===== src/rtl/lcdmux_pkg.sv =====
package lcdmux_pkg;
    typedef logic [1:0] lvl_t;

    localparam lvl_t LVL_GND  = 2'b00;
    localparam lvl_t LVL_LO   = 2'b01;
    localparam lvl_t LVL_HI   = 2'b10;
    localparam lvl_t LVL_FULL = 2'b11;

    // common pin code for one slot
    function automatic lvl_t com_code(input logic bias3, input logic pol, input logic sel);
        if (sel)        return pol ? LVL_GND : LVL_FULL;
        else if (bias3) return pol ? LVL_HI  : LVL_LO;
        else            return LVL_LO;
    endfunction

    // segment pin code for one slot
    function automatic lvl_t seg_code(input logic bias3, input logic pol, input logic on);
        if (on)         return pol ? LVL_FULL : LVL_GND;
        else if (bias3) return pol ? LVL_LO   : LVL_HI;
        else            return pol ? LVL_GND  : LVL_FULL;
    endfunction
endpackage


===== src/rtl/lcdmux_timer.sv =====
module lcdmux_timer #(
    parameter int NCOM       = 4,
    parameter int SLOT_TICKS = 128
) (
    input  logic                    clk,
    input  logic                    rst_n,
    input  logic                    stop_i,
    input  logic                    tick_i,
    input  logic                    bias3_i,
    output logic [$clog2(NCOM)-1:0] slot_o,
    output logic                    pol_o,
    output logic                    bound_o
);
    localparam int CNT_W  = (SLOT_TICKS > 2) ? $clog2(SLOT_TICKS) : 1;
    localparam int SLOT_W = $clog2(NCOM);
    localparam logic [CNT_W-1:0]  LEN_FULL  = CNT_W'(SLOT_TICKS - 1);
    localparam logic [CNT_W-1:0]  LEN_HALF  = CNT_W'(SLOT_TICKS / 2 - 1);
    localparam logic [SLOT_W-1:0] SLOT_LAST = SLOT_W'(NCOM - 1);

    typedef struct packed {
        logic [CNT_W-1:0]  cnt;
        logic [SLOT_W-1:0] slot;
        logic              pol;
    } tmr_t;

    tmr_t tmr_d, tmr_q;
    logic bound_d;

    always_comb begin
        tmr_d   = tmr_q;
        bound_d = 1'b0;
        if (stop_i) begin
            tmr_d = '0;
        end else if (tick_i) begin
            if (tmr_q.cnt == (bias3_i ? LEN_HALF : LEN_FULL)) begin
                tmr_d.cnt = '0;
                if (tmr_q.slot == SLOT_LAST) begin
                    tmr_d.slot = '0;
                    tmr_d.pol  = ~tmr_q.pol;
                    bound_d    = 1'b1;
                end else begin
                    tmr_d.slot = tmr_q.slot + 1'b1;
                end
            end else begin
                tmr_d.cnt = tmr_q.cnt + 1'b1;
            end
        end
    end

    always_ff @(posedge clk or negedge rst_n) begin
        if (!rst_n) tmr_q <= '0;
        else        tmr_q <= tmr_d;
    end

    assign slot_o  = tmr_q.slot;
    assign pol_o   = tmr_q.pol;
    assign bound_o = bound_d;
endmodule


===== src/rtl/lcdmux_levels.sv =====
module lcdmux_levels
    import lcdmux_pkg::*;
#(
    parameter int NCOM = 4,
    parameter int NSEG = 16
) (
    input  logic                    bias3_i,
    input  logic                    pol_i,
    input  logic                    disp_i,
    input  logic [$clog2(NCOM)-1:0] slot_i,
    input  logic [NSEG-1:0]         seg_on_i,
    output logic [2*NCOM-1:0]       com_lvl_o,
    output logic [2*NSEG-1:0]       seg_lvl_o
);
    localparam int SLOT_W = $clog2(NCOM);

    for (genvar c = 0; c < NCOM; c++) begin : g_com
        logic sel;
        assign sel = disp_i && (slot_i == SLOT_W'(c));
        assign com_lvl_o[2*c +: 2] = com_code(bias3_i, pol_i, sel);
    end

    for (genvar s = 0; s < NSEG; s++) begin : g_seg
        assign seg_lvl_o[2*s +: 2] = seg_code(bias3_i, pol_i, disp_i && seg_on_i[s]);
    end
endmodule


===== src/rtl/lcdmux_drive.sv =====
module lcdmux_drive #(
    parameter int NCOM       = 4,
    parameter int NSEG       = 16,
    parameter int NGRP       = 4,
    parameter int SLOT_TICKS = 128
) (
    input  logic                    clk,
    input  logic                    rst_n,
    input  logic                    tick_i,
    input  logic                    stop_i,
    input  logic                    bias3_i,
    input  logic                    lcd_off_i,
    input  logic [NSEG-NGRP-1:0]    seg_cfg_i,
    input  logic                    disp_wr_i,
    input  logic                    disp_on_i,
    input  logic                    mem_wr_i,
    input  logic [$clog2(NSEG)-1:0] mem_addr_i,
    input  logic [NCOM-1:0]         mem_data_i,
    output logic [2*NCOM-1:0]       com_lvl_o,
    output logic [2*NSEG-1:0]       seg_lvl_o,
    output logic [NCOM-1:0]         com_sel_o,
    output logic [NSEG-1:0]         seg_sel_o,
    output logic                    pol_o
);
    localparam int ADDR_W = $clog2(NSEG);
    localparam int SLOT_W = $clog2(NCOM);
    localparam int NBITS  = NCOM * NSEG;

    typedef struct packed {
        logic             disp_cmd;
        logic             disp_act;
        logic             bias3;
        logic [NBITS-1:0] shadow;
        logic [NBITS-1:0] active;
    } ctl_t;

    ctl_t st_d, st_q;

    logic [SLOT_W-1:0] slot;
    logic              bound;
    logic [NSEG-1:0]   seg_on;

    lcdmux_timer #(.NCOM(NCOM), .SLOT_TICKS(SLOT_TICKS)) u_timer (
        .clk     (clk),
        .rst_n   (rst_n),
        .stop_i  (stop_i),
        .tick_i  (tick_i),
        .bias3_i (st_q.bias3),
        .slot_o  (slot),
        .pol_o   (pol_o),
        .bound_o (bound)
    );

    always_comb begin
        st_d = st_q;
        if (disp_wr_i) st_d.disp_cmd = disp_on_i;
        for (int s = 0; s < NSEG; s++) begin
            if (mem_wr_i && (mem_addr_i == ADDR_W'(s)))
                st_d.shadow[s*NCOM +: NCOM] = mem_data_i;
        end
        if (bound) begin
            st_d.disp_act = st_q.disp_cmd;
            st_d.bias3    = bias3_i;
            st_d.active   = st_q.shadow;
        end
        if (stop_i) begin
            st_d.disp_cmd = 1'b0;
            st_d.disp_act = 1'b0;
        end
    end

    always_ff @(posedge clk or negedge rst_n) begin
        if (!rst_n) st_q <= '0;
        else        st_q <= st_d;
    end

    always_comb begin
        for (int s = 0; s < NSEG; s++)
            seg_on[s] = st_q.active[s*NCOM + int'(slot)];
    end

    lcdmux_levels #(.NCOM(NCOM), .NSEG(NSEG)) u_levels (
        .bias3_i   (st_q.bias3),
        .pol_i     (pol_o),
        .disp_i    (st_q.disp_act),
        .slot_i    (slot),
        .seg_on_i  (seg_on),
        .com_lvl_o (com_lvl_o),
        .seg_lvl_o (seg_lvl_o)
    );

    for (genvar p = 0; p < NSEG; p++) begin : g_segsel
        if (p < NGRP) begin : g_grp
            assign seg_sel_o[p] = ~lcd_off_i;
        end else begin : g_own
            assign seg_sel_o[p] = seg_cfg_i[p-NGRP];
        end
    end
    assign com_sel_o = {NCOM{~lcd_off_i}};
endmodule


===== config.mk =====
export PLATFORM = sky130hd
export DESIGN_NAME = lcdmux_drive
export DESIGN_NICKNAME = d
export VERILOG_FILES = /design/src/rtl/lcdmux_pkg.sv /design/src/rtl/lcdmux_timer.sv /design/src/rtl/lcdmux_levels.sv /design/src/rtl/lcdmux_drive.sv
export SDC_FILE = /design/constraint.sdc
export NUM_CORES = 1
export LEC_CHECK = 0
export BUFFER_PORTS_ARGS = -buffer_cell sky130_fd_sc_hd__buf_4
export CORE_MARGIN = 3
export CORE_UTILIZATION = 51
export CTS_BUF_LIST = sky130_fd_sc_hd__clkbuf_8
export CTS_CLUSTER_SIZE = 24
export DETAILED_ROUTE_END_ITERATION = 6
export GPL_ROUTABILITY_DRIVEN = 0
export HOLD_SLACK_MARGIN = 0.05
export PLACE_DENSITY = 0.75
export SLEW_MARGIN = 0
export SYNTH_ARGS = -nofsm -noshare
export SYNTH_HDL_FRONTEND = slang
export SYNTH_SLANG_ARGS = --single-unit

===== constraint.sdc =====
create_clock -name clk -period 2.4 [get_ports clk]
set_clock_uncertainty 0.1 [all_clocks]
set_input_delay 0.24 -clock clk [delete_from_list [all_inputs] [get_ports clk]]
set_output_delay 0.24 -clock clk [all_outputs]
set_load 0.01 [all_outputs]

==> run summary, run 1 <==
Post-layout util: 0.618
Final setup fails: 0
Met2 GRT Util: 0.331
Rel. slew slack: 0.585
Hold WC Path Type: primary input to flip-flop
Worst hold slack: 0.138 ns
Commonest non-fill, non-tap cell in the layout: dfrtp_1
Hold Path Sink: st_q[112]
Clock buffer depth: 2
Worst slew pin tran: 0.621 ns
# IOs: 90
Syn avg cell area: 13.9 um2
Leak: 0.00348 uW
Die Y: 123 um
CP Cell Sequence: clkbuf_16, mux2i_1, o22ai_2, mux2_2, buf_4
Non-filler cells, final: 748
Power per Cell Area: 614 mW/mm2
Hold Fails Final Rpt: 0
R2R depth: 6
Data required time of the critical path: 2.06 ns
VDD IR max: 0.525 mV
Vias in the first global route: 4,386
Max-capacitance violation count: 0
Dominant synthesized flop cell: dfrtp_1
GR Util met1: 0.286
DRC Markers: 0
Setup crit start kind: flip-flop
Most frequent cells in the layout: dfrtp_1, mux2_2, buf_4, mux2_4, mux2i_1
Tmin final: 2.33 ns
Input/output buffers: 65
Worst Path Arrival: 1.99 ns
Setup ws final: 0.0689 ns
TritonRoute pass-1 iters: 4
Global-route wire length before repair: 23.6 mm
Synthesis Warnings: 0
Post-synth EDFFs: 0
Critical path's largest stage delay: 0.46 ns
Gate Count Post-Synth: 500
GRT Residual Overflow: 0
Die width: 123 um
Antenna-violating nets left: 0
Worst r2r dst: st_q[2]
Layer with the highest usage: met2
Fraction of layout cells with a size suffix above 1: 0.509
Hold Path Origin: mem_data_i[0]
Die area: 0.0151 mm2
All-Layer GR Usage: 0.208
Via/cell ratio: 5.55
Worst-path clk slew: 0.08 ns
Rows: 42
Worst hold path stage count: 2
Final Routed Wirelength: 14.8 mm
Critical path type: flip-flop to output port
Status: complete, no violations
Seq/Total Area, Yosys: 0.507
Crit-path slowest cell: dfrtp_2
Core ar.: 0.0133 mm2
CP Capture Type: output port
Placed insts: 706
CTS H-tree depth: 4
Nets@finish: 597
Initial antenna violation count: 0
Synth cell types: 39
Sink Count: 141
Critical path fanouts, max: 17
FF-to-FF Start: u_timer.slot_o[1]
1st-iter DRT viols: 192
Seq cells post-synth: 141
Vias: 4,153
Post-DP HPWL: 9.25 mm
Part of the cycle the worst path needs: 0.971
RSZ-0062 raised after global routing: yes
Synth async-reset ratio: 1.00
Post-Synthesis Cell Area: 0.00696 mm2
Routing usage on met3: 0.0429
CTS root buf: clkbuf_8
CTS tree: built
Antenna cells: 0
R2R Setup Slk: 0.15 ns
Num CTS Buffers: 17
P&R area growth vs syn: 18.1%
Post-Syn Nets: 538
Starting Density: 0.523
Worst-Skew Late Latency: 0.44 ns
F_max: 429 MHz
Drt wl/cell: 19.8 um
Total chip power: 5050 uW
DP Worst Slack: 0.237 ns
Largest net degree at the start of global routing: 74
Max Transition Viols Final: 0
## stage by stage
step	area, um2	setup TNS [ns]
after floorplan	6960	0
after global placement	7490	0
after detailed placement	7490	0
after CTS	7960	-0.772
after global routing	8220	-0.0810
final	8220	0
## where the power goes
group          leakage [uW]  internal [uW]  switching (uW)
Sequential          0.00185           2630             135
Clock              0.000194            951             919
Combinational       0.00143            243             172
Total               0.00348           3820            1230
## kinds of logic (layout without fill, tap and decap cells)
logic type | after synthesis | after routing | synth area share
mux | 201 | 201 | 0.348
buf+inv | 53 | 125 | 0.0466
flops | 141 | 141 | 0.507
simple gates | 60 | 60 | 0.0466
xor+xnor | 4 | 4 | 0.00612
fa+ha+maj | 9 | 9 | 0.0162
compound gates | 32 | 32 | 0.0297
## Yosys cell counts, drive strengths merged, types with 6 or more instances
library cell,n,area share
buf,33,0.036
mux2i,55,0.079
nand2b,11,0.0099
nand2,12,0.0065
o22ai,16,0.014
dfrtp,141,0.51
clkbuf,12,0.0065
ha,9,0.016
inv,7,0.0038
o21ai,6,0.0043
nor2,17,0.0092
mux2,146,0.27
## flip-flops by register name, indices dropped and copies added, names as in the netlist
| signal | count |
|---|---|
| st_q | 131 |
| u_timer.tmr_q | 7 |
| u_timer.pol_o | 1 |
| u_timer.slot_o | 2 |
## critical path, delay by kind of cell (launching register included)
family	cells	cell delay, ns
mux	2	0.50
flops	1	0.46
buf+inv	2	0.36
compound gates	1	0.22
## worst max path at each step
stage,startpoint,to,slack (ns)
finish,u_timer.slot_o[1],seg_lvl_o[21],0.07
global route,u_timer.slot_o[1],seg_lvl_o[9],-0.04
CTS,u_timer.slot_o[0],seg_lvl_o[31],-0.09
detailed placement,u_timer.tmr_q[3],st_q[1],0.24
global placement,u_timer.tmr_q[3],st_q[2],0.33
floorplan,u_timer.pol_o,seg_lvl_o[13],0.05
## per-layer routing
| metal | up-vias | wire length (um) |
|---|---|---|
| met5 | - | 0 |
| met4 | 0 | 185 |
| met3 | 24 | 717 |
| met2 | 105 | 7100 |
| met1 | 2133 | 6780 |
| li1 | 1891 | - |
## area by class of cell
type	count	area, um2
Clock buffer	18	248
Timing Repair Buffer	85	729
Fill cell	1027	5080
Tap cell	176	220
Multi-Input combinational cell	306	3310
Sequential cell	141	3530
Inverter	8	31.3
Clock inverter	14	146
## what timing repair did
action,CTS,global route
endpoints found under the setup margin,17,24
cloned,0,1
endpoints found under the hold margin,49,1
setup buffers,0,1
pin swaps,0,1
hold buffers,7,1
resized for setup,3,40
Note: power is estimated with default switching activity, not from simulation.
==> run 2: changes to the inputs <==
--- a/config.mk
+++ b/config.mk
@@ -14,6 +14,7 @@
 export GPL_ROUTABILITY_DRIVEN = 0
 export HOLD_SLACK_MARGIN = 0.05
 export PLACE_DENSITY = 0.75
+export REMOVE_ABC_BUFFERS = 1
 export SLEW_MARGIN = 0
 export SYNTH_ARGS = -nofsm -noshare
 export SYNTH_HDL_FRONTEND = slang
==> run summary, run 2 (synthesis results as in run 1) <==
Status: complete, no violations
CP delay by family, top: multiplexers
Tmin final: 2.38 ns
GRT Residual Overflow: 0
Switching Fraction: 0.225
Crit-path slowest cell: dfrtp_2
Sink Count: 141
Antenna-violating nets left: 0
1st-iter DRT viols: 260
Die Y: 123 um
# IOs: 90
DP Worst Slack: 0.245 ns
Post-DP HPWL: 9.36 mm
Part of the cycle the worst path needs: 0.991
Top Metal Used: met4
Nets@finish: 598
Most flop-heavy register: st_q
TritonRoute pass-1 iters: 4
Final Routed Wirelength: 15.3 mm
P&R area growth vs syn: 18.2%
Crit path buffers/inverters: 2
Critical path fanouts, max: 18
Final setup fails: 0
Fraction of layout cells with a size suffix above 1: 0.503
Max Transition Viols Final: 0
Clock buffer depth: 2
Antenna cells: 0
Via/cell ratio: 5.56
Worst-path clk slew: 0.07 ns
DRC Markers: 0
Core ar.: 0.0133 mm2
Starting Density: 0.523
Setup crit start kind: flip-flop
Setup TNS: 0 ns
Vias: 4,161
Clk pwr share: 0.401
Comb pwr share: 0.079
Drt wl/cell: 20.4 um
Most frequent cells in the layout: dfrtp_1, mux2_2, buf_4, mux2_4, mux2i_1
Die width: 123 um
Rows: 42
Critical path's largest stage delay: 0.48 ns
Hold Fails Final Rpt: 0
Max-capacitance violation count: 0
Leak: 0.00351 uW
F_max: 420 MHz
Largest net degree at the start of global routing: 65
CP Capture Type: output port
Total chip power: 5310 uW
All-Layer GR Usage: 0.215
Die area: 0.0151 mm2
Max reg flops: 131
Initial antenna violation count: 0
Data required time of the critical path: 2.06 ns
CP Cell Sequence: buf_12, mux2i_2, o22ai_4, mux2_2, buf_4
Routed length on met2: 7.56 mm
Commonest non-fill, non-tap cell in the layout: dfrtp_1
Num CTS Buffers: 17
VDD IR max: 0.536 mV
Hold WC Path Type: primary input to flip-flop
Wl on met1: 6.87 mm
Seq pwr share: 0.521
P_int: 4110 uW
Worst slew pin tran: 0.492 ns
Input/output buffers: 65
Post-layout util: 0.619
Routed length on met3: 751 um
Worst hold slack: 0.0743 ns
Power per Cell Area: 645 mW/mm2
Worst-Skew Late Latency: 0.43 ns
CTS root buf: clkbuf_8
CTS tree: built
Net Switching: 1200 uW
Global-route wire length before repair: 24.3 mm
RSZ-0062 raised after global routing: yes
Critical path type: flip-flop to output port
Setup ws final: 0.0210 ns
Vias in the first global route: 4,410
CTS H-tree depth: 4
Worst Path Arrival: 2.04 ns
Rel. slew slack: 0.672
[run 2: cell types whose count changed in the layout (fill, tap and decap cells not counted), sizes merged]
cell,before,now
bufinv,2,4
clkinv,5,2
dlygate4sd3,8,7
inv,11,10
clkinvlp,4,2
clkbuf,19,21
buf,76,79
[run 2: worst min-delay path, delay by kind of cell]
family | cells | cell delay, ns
AO/OA/AOI/OAI | 2 | 0.25
buffers and inverters | 1 | 0.09
[run 2: through the flow]
step / instances / area [um2]
global route: 748 / 8220
floorplan: 455 / 6660
detailed placement: 709 / 7510
global placement: 709 / 7510
CTS: 748 / 8100
finish: 748 / 8220
[run 2: worst paths after layout]
check | from | end | slack [ns] | cells after the start
max | u_timer.slot_o[1] | seg_lvl_o[29] | 0.02 | 5
min | bias3_i | st_q[128] | 0.07 | 3
max reg2reg | u_timer.slot_o[1] | st_q[3] | 0.18 | 5
min reg2reg | st_q[79] | st_q[15] | 0.40 | 1
max in group asynchronous | rst_n | st_q[77] | 1.29 | 3
min in group asynchronous | rst_n | st_q[34] | 0.20 | 2
[run 2: metal layers]
layer | global-route usage | up-vias
met2 | 0.352 | 119
met4 | 0.0658 | 0
met5 | 0 | -
li1 | - | 1884
met1 | 0.285 | 2148
met3 | 0.0521 | 10
[run 2: power by group through the flow]
stage	Clock, uW	Sequential, uW	Combinational, uW
floorplan	0	2760	259
global route	2270	2790	462
global placement	0	2790	388
detailed placement	0	2810	412
finish	2130	2760	417
CTS	2170	2760	424
[run 2: layout make-up]
cell class              instances  area, um2
flip-flops and latches        141       3530
clock buffers                  21        289
well taps                     176        220
inverters                       8       30.0
clock inverters                10        161
multi-input cells             306       3260
repair buffers                 86        728
fillers                       992       5070
[run 2: repair_timing]
action                     CTS  global route
buffers inserted             0             0
setup endpoints to repair   32            32
cloned                       1             0
pin swaps                    1             0
hold endpoints to repair    92             0
hold buffers                 7             0
resized for setup            9            24
